File: src/rtl/nsp_pkg.sv
package nsp_pkg;

    localparam int PIX_W = 8;
    localparam int NIB_W = PIX_W / 2;

    typedef struct packed {
        logic             vld;
        logic [PIX_W-1:0] data;
    } pix_beat_t;

    typedef enum logic [1:0] {
        MODE_FULL   = 2'b00,
        MODE_SPLIT  = 2'b01,
        MODE_NIBBLE = 2'b10,
        MODE_CLASH  = 2'b11
    } in_mode_e;

    // zero-extended half of a pixel byte
    function automatic logic [PIX_W-1:0] pick_nibble(input logic [PIX_W-1:0] b,
                                                     input logic hi);
        logic [PIX_W-1:0] r;
        r = '0;
        r[NIB_W-1:0] = hi ? b[PIX_W-1:NIB_W] : b[NIB_W-1:0];
        return r;
    endfunction

    function automatic logic nibble_active(input in_mode_e m);
        return (m == MODE_NIBBLE) || (m == MODE_CLASH);
    endfunction

    function automatic logic flag_used(input in_mode_e m);
        return m != MODE_FULL;
    endfunction

endpackage

File: src/rtl/nsp_flag_sampler.sv
module nsp_flag_sampler (
    input  logic clk,
    input  logic rst,
    input  logic blank_i,
    input  logic flag_i,
    input  logic enable_i,
    output logic flag_o
);
    always_ff @(posedge clk) begin
        if (rst) begin
            flag_o <= 1'b0;
        end else if (blank_i && enable_i) begin
            flag_o <= flag_i;
        end
    end
endmodule

File: src/rtl/nsp_input_latch.sv
module nsp_input_latch
    import nsp_pkg::*;
(
    input  logic             clk,
    input  logic             rst,
    input  logic             blank_i,
    input  logic [PIX_W-1:0] pix_i,
    output pix_beat_t        beat_o
);
    always_ff @(posedge clk) begin
        if (rst) begin
            beat_o <= '0;
        end else begin
            beat_o.vld <= !blank_i;
            if (!blank_i) begin
                beat_o.data <= pix_i;
            end
        end
    end
endmodule

File: src/rtl/nsp_nibble_stage.sv
module nsp_nibble_stage
    import nsp_pkg::*;
(
    input  logic      clk,
    input  logic      rst,
    input  pix_beat_t beat_i,
    input  in_mode_e  mode_i,
    input  logic      sel_hi_i,
    output pix_beat_t beat_o
);
    pix_beat_t nxt;

    always_comb begin
        nxt.vld  = beat_i.vld;
        nxt.data = nibble_active(mode_i) ? pick_nibble(beat_i.data, sel_hi_i)
                                         : beat_i.data;
    end

    always_ff @(posedge clk) begin
        if (rst) begin
            beat_o <= '0;
        end else begin
            beat_o <= nxt;
        end
    end
endmodule

File: src/rtl/nsp_mask_stage.sv
module nsp_mask_stage
    import nsp_pkg::*;
(
    input  logic             clk,
    input  logic             rst,
    input  pix_beat_t        beat_i,
    input  logic [PIX_W-1:0] mask_i,
    output logic [PIX_W-1:0] idx_o,
    output logic             vld_o
);
    always_ff @(posedge clk) begin
        if (rst) begin
            idx_o <= '0;
            vld_o <= 1'b0;
        end else begin
            vld_o <= beat_i.vld;
            idx_o <= beat_i.vld ? (beat_i.data & mask_i) : '0;
        end
    end
endmodule

File: src/rtl/nsp_pixel_pipe.sv
module nsp_pixel_pipe
    import nsp_pkg::*;
(
    input  logic             clk,
    input  logic             rst,
    input  logic             blank_i,
    input  logic             bufsel_i,
    input  logic [PIX_W-1:0] pix_i,
    input  logic             mode_nibble_i,
    input  logic             mode_split_i,
    input  logic [PIX_W-1:0] rd_mask_i,
    output logic [PIX_W-1:0] idx_o,
    output logic             idx_vld_o,
    output logic             mode_err_o
);
    in_mode_e  mode;
    logic      flag_q;
    pix_beat_t lat_beat;
    pix_beat_t nib_beat;

    assign mode = in_mode_e'({mode_nibble_i, mode_split_i});

    nsp_flag_sampler u_flag (
        .clk      (clk),
        .rst      (rst),
        .blank_i  (blank_i),
        .flag_i   (bufsel_i),
        .enable_i (flag_used(mode)),
        .flag_o   (flag_q)
    );

    nsp_input_latch u_latch (
        .clk     (clk),
        .rst     (rst),
        .blank_i (blank_i),
        .pix_i   (pix_i),
        .beat_o  (lat_beat)
    );

    nsp_nibble_stage u_nib (
        .clk      (clk),
        .rst      (rst),
        .beat_i   (lat_beat),
        .mode_i   (mode),
        .sel_hi_i (flag_q),
        .beat_o   (nib_beat)
    );

    nsp_mask_stage u_mask (
        .clk    (clk),
        .rst    (rst),
        .beat_i (nib_beat),
        .mask_i (rd_mask_i),
        .idx_o  (idx_o),
        .vld_o  (idx_vld_o)
    );

    always_ff @(posedge clk) begin
        if (rst) begin
            mode_err_o <= 1'b0;
        end else begin
            mode_err_o <= (mode == MODE_CLASH);
        end
    end
endmodule

File: config.mk
export PLATFORM = sky130hd
export DESIGN_NAME = nsp_pixel_pipe
export DESIGN_NICKNAME = d
export VERILOG_FILES = /design/src/rtl/nsp_pkg.sv /design/src/rtl/nsp_flag_sampler.sv /design/src/rtl/nsp_input_latch.sv /design/src/rtl/nsp_nibble_stage.sv /design/src/rtl/nsp_mask_stage.sv /design/src/rtl/nsp_pixel_pipe.sv
export SDC_FILE = /design/constraint.sdc
export NUM_CORES = 1
export LEC_CHECK = 0
export ABC_AREA = 0
export BUFFER_PORTS_ARGS = -buffer_cell sky130_fd_sc_hd__buf_2
export CAP_MARGIN = 20
export CORE_ASPECT_RATIO = 0.8
export CORE_MARGIN = 1.5
export CORE_UTILIZATION = 43
export DETAILED_ROUTE_END_ITERATION = 16
export PLACE_DENSITY_LB_ADDON = 0.15
export SLEW_MARGIN = 25
export SYNTH_ARGS = -nofsm -noshare
export SYNTH_HDL_FRONTEND = slang
export SYNTH_SLANG_ARGS = --single-unit
File: constraint.sdc
create_clock -name clk -period 0.9 [get_ports clk]
set_clock_uncertainty 0.2 [all_clocks]
set_input_delay 0.18 -clock clk [delete_from_list [all_inputs] [get_ports clk]]
set_output_delay 0.18 -clock clk [all_outputs]
set_load 0.01 [all_outputs]
-- Yosys cells after proc, flatten, opt, wreduce, memory -nomap -nowiden
Cells that the tools add are included.
- eq/ne operators: 2
- mux-type cells: 2
- bitwise logic cells: 2
- reduce and logical (&&, ||, !) cells: 6
- operators by type and width (kind ; number):
    AND 8 bit ; 1
    two-way mux 4 bit ; 2
    equality test 2 bit (second input constant) ; 2
    OR reduction 2 bit ; 2
    nonzero test 2 bit ; 1
    logical AND 1 bit ; 1
    logical NOT 1 bit ; 1
    logical OR 1 bit ; 1
    inverter 1 bit ; 1
- register bits: 29
- bits of input ports: 22
- output and inout port bits: 10
- word-level logic and storage cells: 21

-- Longest topological paths before layout
Gate-level depths: netlist (run 1).
- depth in word-level cells: 3
- gate-level depth with buffers: 4
- depth with buffers taken out: 2

-- Hierarchy
A second synthesis (run 1) with hierarchy kept.
- cell total of the unflattened synthesis: 82
- area, all modules: 970.9 um^2
- modules (own cells, without submodules) (module ; instances ; cells each ; area an instance (um^2) ; sequential area each (um^2)):
    nsp_nibble_stage ; 1 ; 29 ; 314.1 ; 180.2
    nsp_input_latch ; 1 ; 28 ; 310.3 ; 180.2
    nsp_mask_stage ; 1 ; 18 ; 266.5 ; 180.2
    nsp_flag_sampler ; 1 ; 4 ; 43.8 ; 20.0
    nsp_pixel_pipe ; 1 ; 3 ; 36.3 ; 20.0

-- Least setup slack after synthesis (run 1)
Ideal clock, no wire load.
- kind: flip-flop to flip-flop
- start: register u_flag.flag_o
- end: register u_nib.beat_o[0] in the netlist's numbering
- setup time: 0.070 ns
- arrival: 0.717 ns
- required time: 0.630 ns
- path slack: -0.087 ns
- cell stages (with the launch flop): 4
- path buffers: 1
- clock period less this slack: 0.987 ns
- cells stage by stage: dfxtp_1 > buf_2 > a21bo_2 > a21oi_1
- cells in the longest elaborated chain, start to end: 2
- RTL lines (what ; line ; RTL):
    start: declaration ; nsp_flag_sampler.sv:7 ; output logic flag_o
    start signal: assignment ; nsp_flag_sampler.sv:13 ; flag_o <= flag_i;
    two-way mux 4 bit ; nsp_pkg.sv:23 ; r[NIB_W-1:0] = hi ? b[PIX_W-1:NIB_W] : b[NIB_W-1:0];
    two-way mux 4 bit ; nsp_nibble_stage.sv:15 ; nxt.data = nibble_active(mode_i) ? pick_nibble(beat_i.data, sel_hi_i)
    end signal: assignment ; nsp_nibble_stage.sv:23 ; beat_o <= nxt;
    end: declaration ; nsp_nibble_stage.sv:9 ; output pix_beat_t beat_o
No other way between the ends.
A chain may end at the register's enable or synchronous reset.

-- Worst setup path after layout (run 1)
- start: register mode_err_o
- end: output mode_err_o
- RTL lines (what ; line ; RTL):
    start: declaration ; nsp_pixel_pipe.sv:14 ; output logic mode_err_o
    start signal: assignment ; nsp_pixel_pipe.sv:62 ; mode_err_o <= (mode == MODE_CLASH);
No word-level cell between the ends.

==> results.md, run 1 <==
* Status: complete, but fails checks
* Worst Path Required at approximately 0.52 ns
* Sequential Power Share at 58.4%
* Peak Freq at ~900 MHz
* Die Y at around 45 microns
* Total Wirelength at about 1800 microns
* Mapped cell area at ~960 sq um
* GRT Overall Usage at 16.2%
* Delay-heaviest family, CP: flip-flops
* Antenna-violating nets left at 0
* Reg area at just under 600 sq um
* Clock latency on the worst-skew pair at 0.32 ns
* Endpoint class of the critical path: output port
* Max_cap viols at 0
* Max incr delay on CP at 0.31 ns
* Reg2Reg Depth at 3
* Post-layout min period at roughly 1.1 ns
* CP max-delay cell: dfxtp_1
* P_sw at 518 uW
* Flops & latches, synth at 29
* Core area at 2140 sq um
* First-pass iteration count of the detailed router at 4
* I/O pin count at 32
* CTS H-Tree Depth at 2
* Pin count of the biggest net entering global routing at 12
* Post-route cell area at 1270 sq um
* TritonCTS buffer count at 5
* Post-Synthesis Cells at 85
* Share of cells above drive strength 1 at about half
* Clock power frac at about a third
* Final worst path period share at 126%
* Routed via count at ~700
* Commonest non-fill, non-tap cell in the layout: buf_2
* Hold EP: mode_err_o$_SDFF_PP0_
* Pwr Density at around 1800 nW/um^2
* Crit start category: flop
* Synth cell types at 15
* Worst r2r src: u_flag.flag_o$_SDFFE_PP0P_
* RSZ-0062 raised after global routing: yes
* Slew headroom at between 80% and 90%
* Worst min-delay path class: in2reg
* Width of the die at between 50 and 60 microns
* R2R Setup Slk at -0.09 ns
* IO Port Bufs at 31
* Reg clk slew, reported paths at about 0.09 ns
* Most frequent cells in the layout: buf_2 (28), dfxtp_1 (22), nor2_1 (11), mux2i_1 (9), and3_1 (8)
* Min-Delay Startpoint: mode_split_i
* Static Leak at just over 0.6 nW
* Final net count at ~140
* Maximum VDD drop at roughly 1.0 mV
* Layout area overhead at 31.7%
* Hold-critical path depth at 3
* CP arrival at approximately 0.75 ns
* Setup violators final at 24
* Syn_area_per_cell at 11.3 sq um
* Power Internal at between 1.5 and 2 mW
* Final slew viol count at 0
* Clock Path Buffers at 2
* Site row count at 15
* Root Buffer: clkbuf_4
* Antenna fix cells at 0
* Drt via density at 4.76
* Yosys warns at 0
* CP Cell Sequence: buf_2
* Global-route wire length before repair at 2920 microns
* Worst-margin pin slew at 0.276 ns
* CTS tree: built
* Drt wl/cell at approximately 12 microns
* Hold slack at -0.116 ns
* Footprint of the multi-input gates at roughly 380 sq um
* Cell area after placement at about 1100 sq um
* GRT overflow at 0
* Worst Slack Setup Final at -0.232 ns
* Initial antenna violation count at 0
* Drt first-iter violations at 17
* Fill cell count at roughly 200
* Initial core utilization at 45.0%
* Syn Nets at between 100 and 150
* Worst-path maximum fanout at 1
* Clk sinks at 29
* Comb pwr share at under 10%
* WS Path Type: reg2out
* Gp weighted congestion at 0.708
* Vias in the first global route at roughly 640
* Sw Ratio at roughly 22%
* DPL Wire Length at between 1000 and 1500 microns
* DRC violations left at 0
* DIE AREA at ~2500 sq um
* Sequential area share after synthesis at between 60% and 70%
* Path length in cells of the critical path at 1
* RR Endpoint: u_nib.beat_o[0]$_SDFF_PP0_
* Failing checks: negative hold slack, negative setup slack
* Final Hold Fails at 19
* CP bufs+invs at 1
per-layer routing:
layer  up-vias  GRT usage (%)  routed length (microns)
li1        355              -                        -
met1       303           17.2                      780
met2        34           26.0                      776
met3         7           9.74                      155
met4         0           8.57                       51
met5         -              0                        0
logic make-up after synthesis:
family	Yosys count	share of synthesized area (%)
AND/OR/NAND/NOR	32	17.9
flip-flops	29	60.3
AO/OA/AOI/OAI	9	6.75
multiplexers	9	9.35
buffers and inverters	6	5.71
worst max-delay path by stage:
stage | startpoint | to | slack (ns)
floorplan | u_flag.flag_o$_SDFFE_PP0P_ | u_nib.beat_o[0]$_SDFF_PP0_ | -0.05
global placement | blank_i | u_flag.flag_o$_SDFFE_PP0P_ | -0.14
detailed placement | blank_i | u_flag.flag_o$_SDFFE_PP0P_ | -0.16
CTS | u_mask.idx_o[6]$_SDFF_PP0_ | idx_o[6] | -0.25
global route | mode_err_o$_SDFF_PP0_ | mode_err_o | -0.28
finish | mode_err_o$_SDFF_PP0_ | mode_err_o | -0.23
sequential cells by signal, summed over array words and instances, names as in the netlist:
signal          flops
u_latch.beat_o      9
u_nib.beat_o        9
mode_err_o          1
u_mask.vld_o        1
u_mask.idx_o        8
u_flag.flag_o       1
metrics by stage:
stage | util, % | power, mW | TNS, ns | setup slack, ns | cells
after CTS | 57.2 | 2.33 | -2.86 | -0.248 | 147
after global routing | 59.3 | 2.43 | -3.77 | -0.277 | 147
after global placement | 52.2 | 1.53 | -2.15 | -0.143 | 138
after floorplan | - | 1.48 | -0.477 | -0.0479 | 85
after detailed placement | 52.2 | 1.54 | -2.52 | -0.157 | 138
final | 59.3 | 2.32 | -2.76 | -0.232 | 147
cell type report:
class | instances | share of cell area, %
sequential | 29 | 46.6
clock buffer | 7 | 4.34
timing repair buffer | 35 | 16.7
tap | 25 | 2.47
multi-input combinational | 51 | 29.9
power by group through the flow:
stage                     clock network, mW  registers (mW)  logic [mW]
after floorplan                           0            1.37       0.114
after global placement                    0            1.38       0.156
after detailed placement                  0            1.38       0.161
after CTS                             0.801            1.35       0.183
after global routing                  0.864            1.36       0.209
final                                 0.775            1.35       0.189
what timing repair did:
item	CTS	global route
cloned	1	0
setup buffers	1	0
gates resized for setup	13	11
pin swaps	4	5
endpoints found under the hold margin	22	21
setup endpoints to repair	24	24
cells in the mapped netlist, drive strengths merged:
| cell type | instances | area (sq um) |
|---|---|---|
| a21oi | 4 | 20.0 |
| nor2b | 2 | 20.0 |
| nand2b | 2 | 12.5 |
| and3 | 8 | 50.1 |
| buf | 6 | 55.1 |
| mux2i | 9 | 90.1 |
| a21bo | 4 | 40.0 |
| dfxtp | 29 | 581 |
| and2 | 4 | 25.0 |
| nand2 | 1 | 3.75 |
| nand3 | 4 | 20.0 |
| nor2 | 11 | 41.3 |
| o21ai | 1 | 5.00 |
Power figures use the tool's default switching activity.
==> run 2: changes to the inputs <==
--- a/config.mk
+++ b/config.mk
@@ -9,7 +9,6 @@
 export BUFFER_PORTS_ARGS = -buffer_cell sky130_fd_sc_hd__buf_2
 export CAP_MARGIN = 20
 export CORE_ASPECT_RATIO = 0.8
-export CORE_MARGIN = 1.5
 export CORE_UTILIZATION = 43
 export DETAILED_ROUTE_END_ITERATION = 16
 export PLACE_DENSITY_LB_ADDON = 0.15
==> results.md, run 2 (same netlist as run 1, synthesis figures left out) <==
* Worst Slack Setup Final at -0.230 ns (was -0.232 ns)
* Static Leak at 0.640 nW (was 0.608 nW)
* Hold slack at -0.112 ns (was -0.116 ns)
* Place WS at -0.105 ns (was -0.157 ns)
* Initial antenna violation count at 0 (unchanged)
* RR Endpoint: u_nib.beat_o[1]$_SDFF_PP0_ (was u_nib.beat_o[0]$_SDFF_PP0_)
* Maximum VDD drop at 1.37 mV (was 1.04 mV)
* Share of cells above drive strength 1 at 57.9% (was 50.0%)
* Layout area overhead at 39.0% (was 31.7%)
* Routed via count at 686 (was 699)
* DIE AREA at 2430 sq um (was 2540 sq um)
* Failing checks: negative hold slack, negative setup slack (unchanged)
* GRT Max-Usage Layer: met2 (unchanged)
* TritonCTS buffer count at 5 (unchanged)
* Worst-margin pin slew at 0.240 ns (was 0.276 ns)
* CP bufs+invs at 1 (unchanged)
* Commonest non-fill, non-tap cell in the layout: buf_2 (unchanged)
* Reg clk slew, reported paths at 0.09 ns (about the same)
* Gp weighted congestion at 0.692 (was 0.708)
* CP Cell Sequence: buf_6 (was buf_2)
* WS Path Type: reg2out (unchanged)
* Reg2Reg Depth at 3 (unchanged)
* CTS tree: built (unchanged)
* Total Wirelength at 1680 microns (was 1760 microns)
* Die Y at 44.3 microns (was 45.3 microns)
* Pwr Density at 1700 nW/um^2 (was 1830 nW/um^2)
* CP max-delay cell: dfxtp_2 (was dfxtp_1)
* Vias in the first global route at 639 (was 644)
* Sequential Power Share at 59.4% (was 58.4%)
* Met3 Use GR at 10.3% (was 9.74%)
* Final Power at 2.28 mW (was 2.32 mW)
* Pin count of the biggest net entering global routing at 11 (was 12)
* Site row count at 14 (was 15)
* Worst-path maximum fanout at 1 (unchanged)
* P_sw at 535 uW (was 518 uW)
* Global-route wire length before repair at 2810 microns (was 2920 microns)
* Final worst path period share at 126% (about the same)
* Final net count at 147 (was 144)
* Drt first-iter violations at 2 (was 17)
* CTS H-Tree Depth at 2 (unchanged)
* Crit path launch: mode_err_o$_SDFF_PP0_ (unchanged)
* Initial core utilization at 48.2% (was 45.0%)
* Largest regs: u_latch.beat_o (9), u_nib.beat_o (9), u_mask.idx_o (8) (unchanged)
* Power Internal at 1.74 mW (was 1.80 mW)
* Max_cap viols at 0 (unchanged)
* Crit path to: mode_err_o (unchanged)
* Clock Path Buffers at 2 (unchanged)
* Final Core Density at 67.0% (was 59.3%)
* GRT overflow at 0 (unchanged)
* Clock power frac at 31.6% (was 33.5%)
* DRC violations left at 0 (unchanged)
* Drt via density at 4.57 (was 4.76)
* Final slew viol count at 0 (unchanged)
* RSZ-0062 raised after global routing: yes (unchanged)
* Endpoint class of the critical path: output port (unchanged)
* Final Hold Fails at 20 (was 19)
* Path length in cells of the critical path at 1 (unchanged)
* Fill cell count at 165 (was 205)
* GRT Overall Usage at 17.4% (was 16.2%)
* Root Buffer: clkbuf_4 (unchanged)
* Delay-heaviest family, CP: flip-flops (unchanged)
* Sw Ratio at 23.5% (was 22.4%)
* IO Port Bufs at 31 (unchanged)
* Antenna fix cells at 0 (unchanged)
* First-pass iteration count of the detailed router at 2 (was 4)
* Setup violators final at 20 (was 24)
* Most frequent cells in the layout: buf_2 (23), dfxtp_1 (15), dfxtp_2 (13), nor2_1 (11), buf_6 (10) (was buf_2 (28), dfxtp_1 (22), nor2_1 (11), mux2i_1 (9), and3_1 (8))
* M2 GR Usage at 26.0% (about the same)
* Setup TNS Final at -2.56 ns (was -2.76 ns)
* Clock latency on the worst-skew pair at 0.31 ns (was 0.32 ns)
* DPL Wire Length at 1180 microns (was 1130 microns)
* Peak Freq at 885 MHz (was 883 MHz)
* Crit start category: flop (unchanged)
* I/O pin count at 32 (unchanged)
* R2R Setup Slk at -0.06 ns (was -0.09 ns)
* Drt wl/cell at 11.2 microns (was 12.0 microns)
* Width of the die at 54.9 microns (was 55.9 microns)
* Slew headroom at 84.0% (was 81.6%)
* Antenna-violating nets left at 0 (unchanged)
* CP arrival at 0.75 ns (about the same)
* Core area at 2000 sq um (was 2140 sq um)
* Worst min-delay path class: in2reg (unchanged)
* Clk sinks at 29 (unchanged)
* Comb pwr share at 9.1% (was 8.2%)
* Worst r2r src: u_flag.flag_o$_SDFFE_PP0P_ (unchanged)
* Post-layout min period at 1.13 ns (about the same)
* Met1 Use GR at 20.6% (was 17.2%)
* Max incr delay on CP at 0.33 ns (was 0.31 ns)
* Status: complete, but fails checks (unchanged)
* Worst Path Required at 0.52 ns (about the same)
run 2: cell count changes in the layout (fill, tap and decap cells not counted), moves of 2 or more:
cell      change
dfxtp_2       +7
dfxtp_1       -7
buf_2         -5
clkinv_2      +2
buf_6         +5
buf_4         +2
run 2: how the worst min path moves through the flow:
stage	start	to	slack, ns	cells past startpoint
after floorplan	mode_split_i	mode_err_o$_SDFF_PP0_	0.09	2
after global placement	pix_i[2]	u_latch.beat_o[2]$_SDFFE_PP0N_	0.21	3
after detailed placement	pix_i[4]	u_latch.beat_o[4]$_SDFFE_PP0N_	0.22	3
after CTS	blank_i	u_latch.beat_o[8]$_SDFF_PP0_	-0.13	2
after global routing	rd_mask_i[4]	u_mask.idx_o[4]$_SDFF_PP0_	-0.13	2
final	blank_i	u_latch.beat_o[8]$_SDFF_PP0_	-0.11	2
run 2: layout make-up:
type / instances / area [sq um] / area share (%)
Clock buffer: 6 / 41.3 / 3.08
Clock inverter: 2 / 10.0 / 0.748
Multi-Input combinational cell: 51 / 379 / 28.3
Sequential cell: 29 / 601 / 44.9
Tap cell: 24 / 30.0 / 2.24
Timing Repair Buffer: 38 / 278 / 20.7
run 2: power by group through the flow:
stage	combinational (mW)	sequential (mW)	clock, mW
after floorplan	0.114	1.37	0
after global placement	0.164	1.38	0
after detailed placement	0.170	1.38	0
after CTS	0.194	1.35	0.743
after global routing	0.229	1.36	0.813
final	0.206	1.35	0.720
run 2: timing repair:
action	4_1_cts	5_1_grt
buffers inserted	2	1
endpoints found under the setup margin	23	24
resized for setup	15	20
cloned	1	0
pin swaps	3	1
endpoints found under the hold margin	20	19
run 2: metrics by stage:
step	area [sq um]	instances
after global placement	1140	138
after CTS	1250	149
after floorplan	970	85
after global routing	1340	150
final	1340	150
after detailed placement	1140	138
run 2: routing by layer:
layer | vias up | wire [microns]
li1 | 362 | -
met1 | 296 | 764
met2 | 28 | 786
met3 | 0 | 133
met4 | 0 | 0
met5 | - | 0
==> run 3: changes to the inputs <==
--- a/config.mk
+++ b/config.mk
@@ -10,8 +10,9 @@
 export CAP_MARGIN = 20
 export CORE_ASPECT_RATIO = 0.8
 export CORE_UTILIZATION = 43
+export CTS_BUF_LIST = sky130_fd_sc_hd__clkbuf_8 sky130_fd_sc_hd__clkbuf_16
 export DETAILED_ROUTE_END_ITERATION = 16
-export PLACE_DENSITY_LB_ADDON = 0.15
+export PLACE_DENSITY = 0.72
 export SLEW_MARGIN = 25
 export SYNTH_ARGS = -nofsm -noshare
 export SYNTH_HDL_FRONTEND = slang
==> results.md, run 3 (same netlist as run 1, synthesis figures left out) <==
* Pwr Density at 1890 nW/um^2 (was 1700 nW/um^2)
* Core area at 2000 sq um (unchanged)
* DRC violations left at 0 (unchanged)
* CP bufs+invs at 1 (unchanged)
* First-pass iteration count of the detailed router at 4 (was 2)
* Crit start category: flop (unchanged)
* Failing checks: negative hold slack, negative setup slack (unchanged)
* Static Leak at 0.638 nW (was 0.640 nW)
* Gp weighted congestion at 0.685 (was 0.692)
* Initial core utilization at 48.2% (unchanged)
* RSZ-0062 raised after global routing: yes (unchanged)
* Initial antenna violation count at 0 (unchanged)
* Root Buffer: clkbuf_8 (was clkbuf_4)
* Routed via count at 698 (was 686)
* Pin count of the biggest net entering global routing at 11 (unchanged)
* Status: complete, but fails checks (unchanged)
* Drt first-iter violations at 7 (was 2)
* GRT overflow at 0 (unchanged)
* Hold slack at -0.0737 ns (was -0.112 ns)
* Maximum VDD drop at 1.39 mV (was 1.37 mV)
* Final worst path period share at 121% (was 126%)
* Worst Path Required at 0.52 ns (about the same)
* Global-route wire length before repair at 2820 microns (was 2810 microns)
* Reg2Reg Depth at 3 (unchanged)
* Final Power at 2.52 mW (was 2.28 mW)
* Hold-critical path depth at 3 (was 2)
* Drt wl/cell at 12.3 microns (was 11.2 microns)
* Clock Path Buffers at 2 (unchanged)
* TritonCTS buffer count at 5 (unchanged)
* Width of the die at 54.9 microns (unchanged)
* Drt via density at 4.72 (was 4.57)
* Layout area overhead at 38.4% (was 39.0%)
* Endpoint class of the critical path: output port (unchanged)
* CTS tree: built (unchanged)
* Path length in cells of the critical path at 1 (unchanged)
* CTS H-Tree Depth at 2 (unchanged)
* Worst min-delay path class: in2reg (unchanged)
* Vias in the first global route at 651 (was 639)
* Site row count at 14 (unchanged)
* Max incr delay on CP at 0.32 ns (was 0.33 ns)
* Commonest non-fill, non-tap cell in the layout: buf_2 (unchanged)
* CP Cell Sequence: buf_2 (was buf_6)
* Delay-heaviest family, CP: flip-flops (unchanged)
* Final slew viol count at 0 (unchanged)
* IO Port Bufs at 31 (unchanged)
* GRT Overall Usage at 17.7% (was 17.4%)
* I/O pin count at 32 (unchanged)
* Post-layout min period at 1.09 ns (was 1.13 ns)
* Final net count at 145 (was 147)
* Fill cell count at 166 (was 165)
* Peak Freq at 917 MHz (was 885 MHz)
* Clock latency on the worst-skew pair at 0.27 ns (was 0.31 ns)
* DPL Wire Length at 1230 microns (was 1180 microns)
* DIE AREA at 2430 sq um (unchanged)
* Worst-margin pin slew at 0.222 ns (was 0.240 ns)
* CP arrival at 0.71 ns (was 0.75 ns)
* Worst Slack Setup Final at -0.190 ns (was -0.230 ns)
* Share of cells above drive strength 1 at 54.0% (was 57.9%)
* Total Wirelength at 1820 microns (was 1680 microns)
* Final Hold Fails at 19 (was 20)
* Clk sinks at 29 (unchanged)
* Antenna-violating nets left at 0 (unchanged)
* WS Path Type: reg2out (unchanged)
* Slew headroom at 85.1% (was 84.0%)
* Most frequent cells in the layout: buf_2 (24), dfxtp_1 (18), nor2_1 (11), dfxtp_2 (10), mux2i_1 (9) (was buf_2 (23), dfxtp_1 (15), dfxtp_2 (13), nor2_1 (11), buf_6 (10))
* Reg clk slew, reported paths at 0.06 ns (was 0.09 ns)
* CP max-delay cell: dfxtp_1 (was dfxtp_2)
* Worst-path maximum fanout at 1 (unchanged)
* Die Y at 44.3 microns (unchanged)
* Largest regs: u_latch.beat_o (9), u_nib.beat_o (9), u_mask.idx_o (8) (unchanged)
* Antenna fix cells at 0 (unchanged)
* Setup violators final at 21 (was 20)
* Max_cap viols at 0 (unchanged)
run 3: cell types whose count changed in the layout (fill, tap and decap cells not counted), moves of 2 or more:
| cell | delta |
|---|---|
| clkbuf_4 | -5 |
| clkbuf_8 | +5 |
| dfxtp_1 | +3 |
| dfxtp_2 | -3 |
| buf_6 | -2 |
run 3: through the flow:
| step | TNS [ns] | utilization (%) | instances | setup WS [ns] | instance area, sq um |
|---|---|---|---|---|---|
| floorplan | -0.477 | - | 85 | -0.0479 | 970 |
| global placement | -1.25 | 56.9 | 138 | -0.0827 | 1140 |
| detailed placement | -1.91 | 56.9 | 138 | -0.163 | 1140 |
| CTS | -2.17 | 64.2 | 148 | -0.192 | 1280 |
| global route | -2.96 | 66.8 | 148 | -0.218 | 1330 |
| finish | -2.11 | 66.8 | 148 | -0.190 | 1330 |
run 3: area by class of cell:
type / instances / area (sq um) / area share [%]
Tap cell: 24 / 30.0 / 2.25
Timing Repair Buffer: 36 / 253 / 18.9
Clock buffer: 5 / 68.8 / 5.16
Clock inverter: 3 / 13.8 / 1.03
Multi-Input combinational cell: 51 / 372 / 27.9
Sequential cell: 29 / 597 / 44.7
run 3: routing by layer:
metal / vias up / GRT usage [%] / share of wire (%)
met4: 0 / 10.5 / 0
met2: 30 / 29.2 / 51
met1: 312 / 19.4 / 42
li1: 356 / - / -
met3: 0 / 6.19 / 6.4
met5: - / 0 / 0
run 3: final timing paths:
check                                from                    endpoint  slack (ns)
max            u_mask.idx_o[2]$_SDFF_PP0_                    idx_o[2]       -0.19
min reg2reg  u_latch.beat_o[8]$_SDFF_PP0_  u_nib.beat_o[8]$_SDFF_PP0_        0.25
min                          mode_split_i       mode_err_o$_SDFF_PP0_       -0.07
max reg2reg    u_flag.flag_o$_SDFFE_PP0P_  u_flag.flag_o$_SDFFE_PP0P_       -0.08
run 3: what timing repair did:
action,4_1_cts,5_1_grt
gates resized for setup,16,14
pin swaps,1,3
endpoints found under the hold margin,19,16
setup endpoints to repair,23,24
setup buffers,1,0
cloned,1,0
run 3: power breakdown:
| part | leakage, nW | internal (mW) | total [mW] | switching, mW |
|---|---|---|---|---|
| sequential | 0.242 | 1.33 | 1.36 | 0.0258 |
| clock | 0.0491 | 0.522 | 0.964 | 0.442 |
| combinational | 0.347 | 0.112 | 0.200 | 0.0877 |
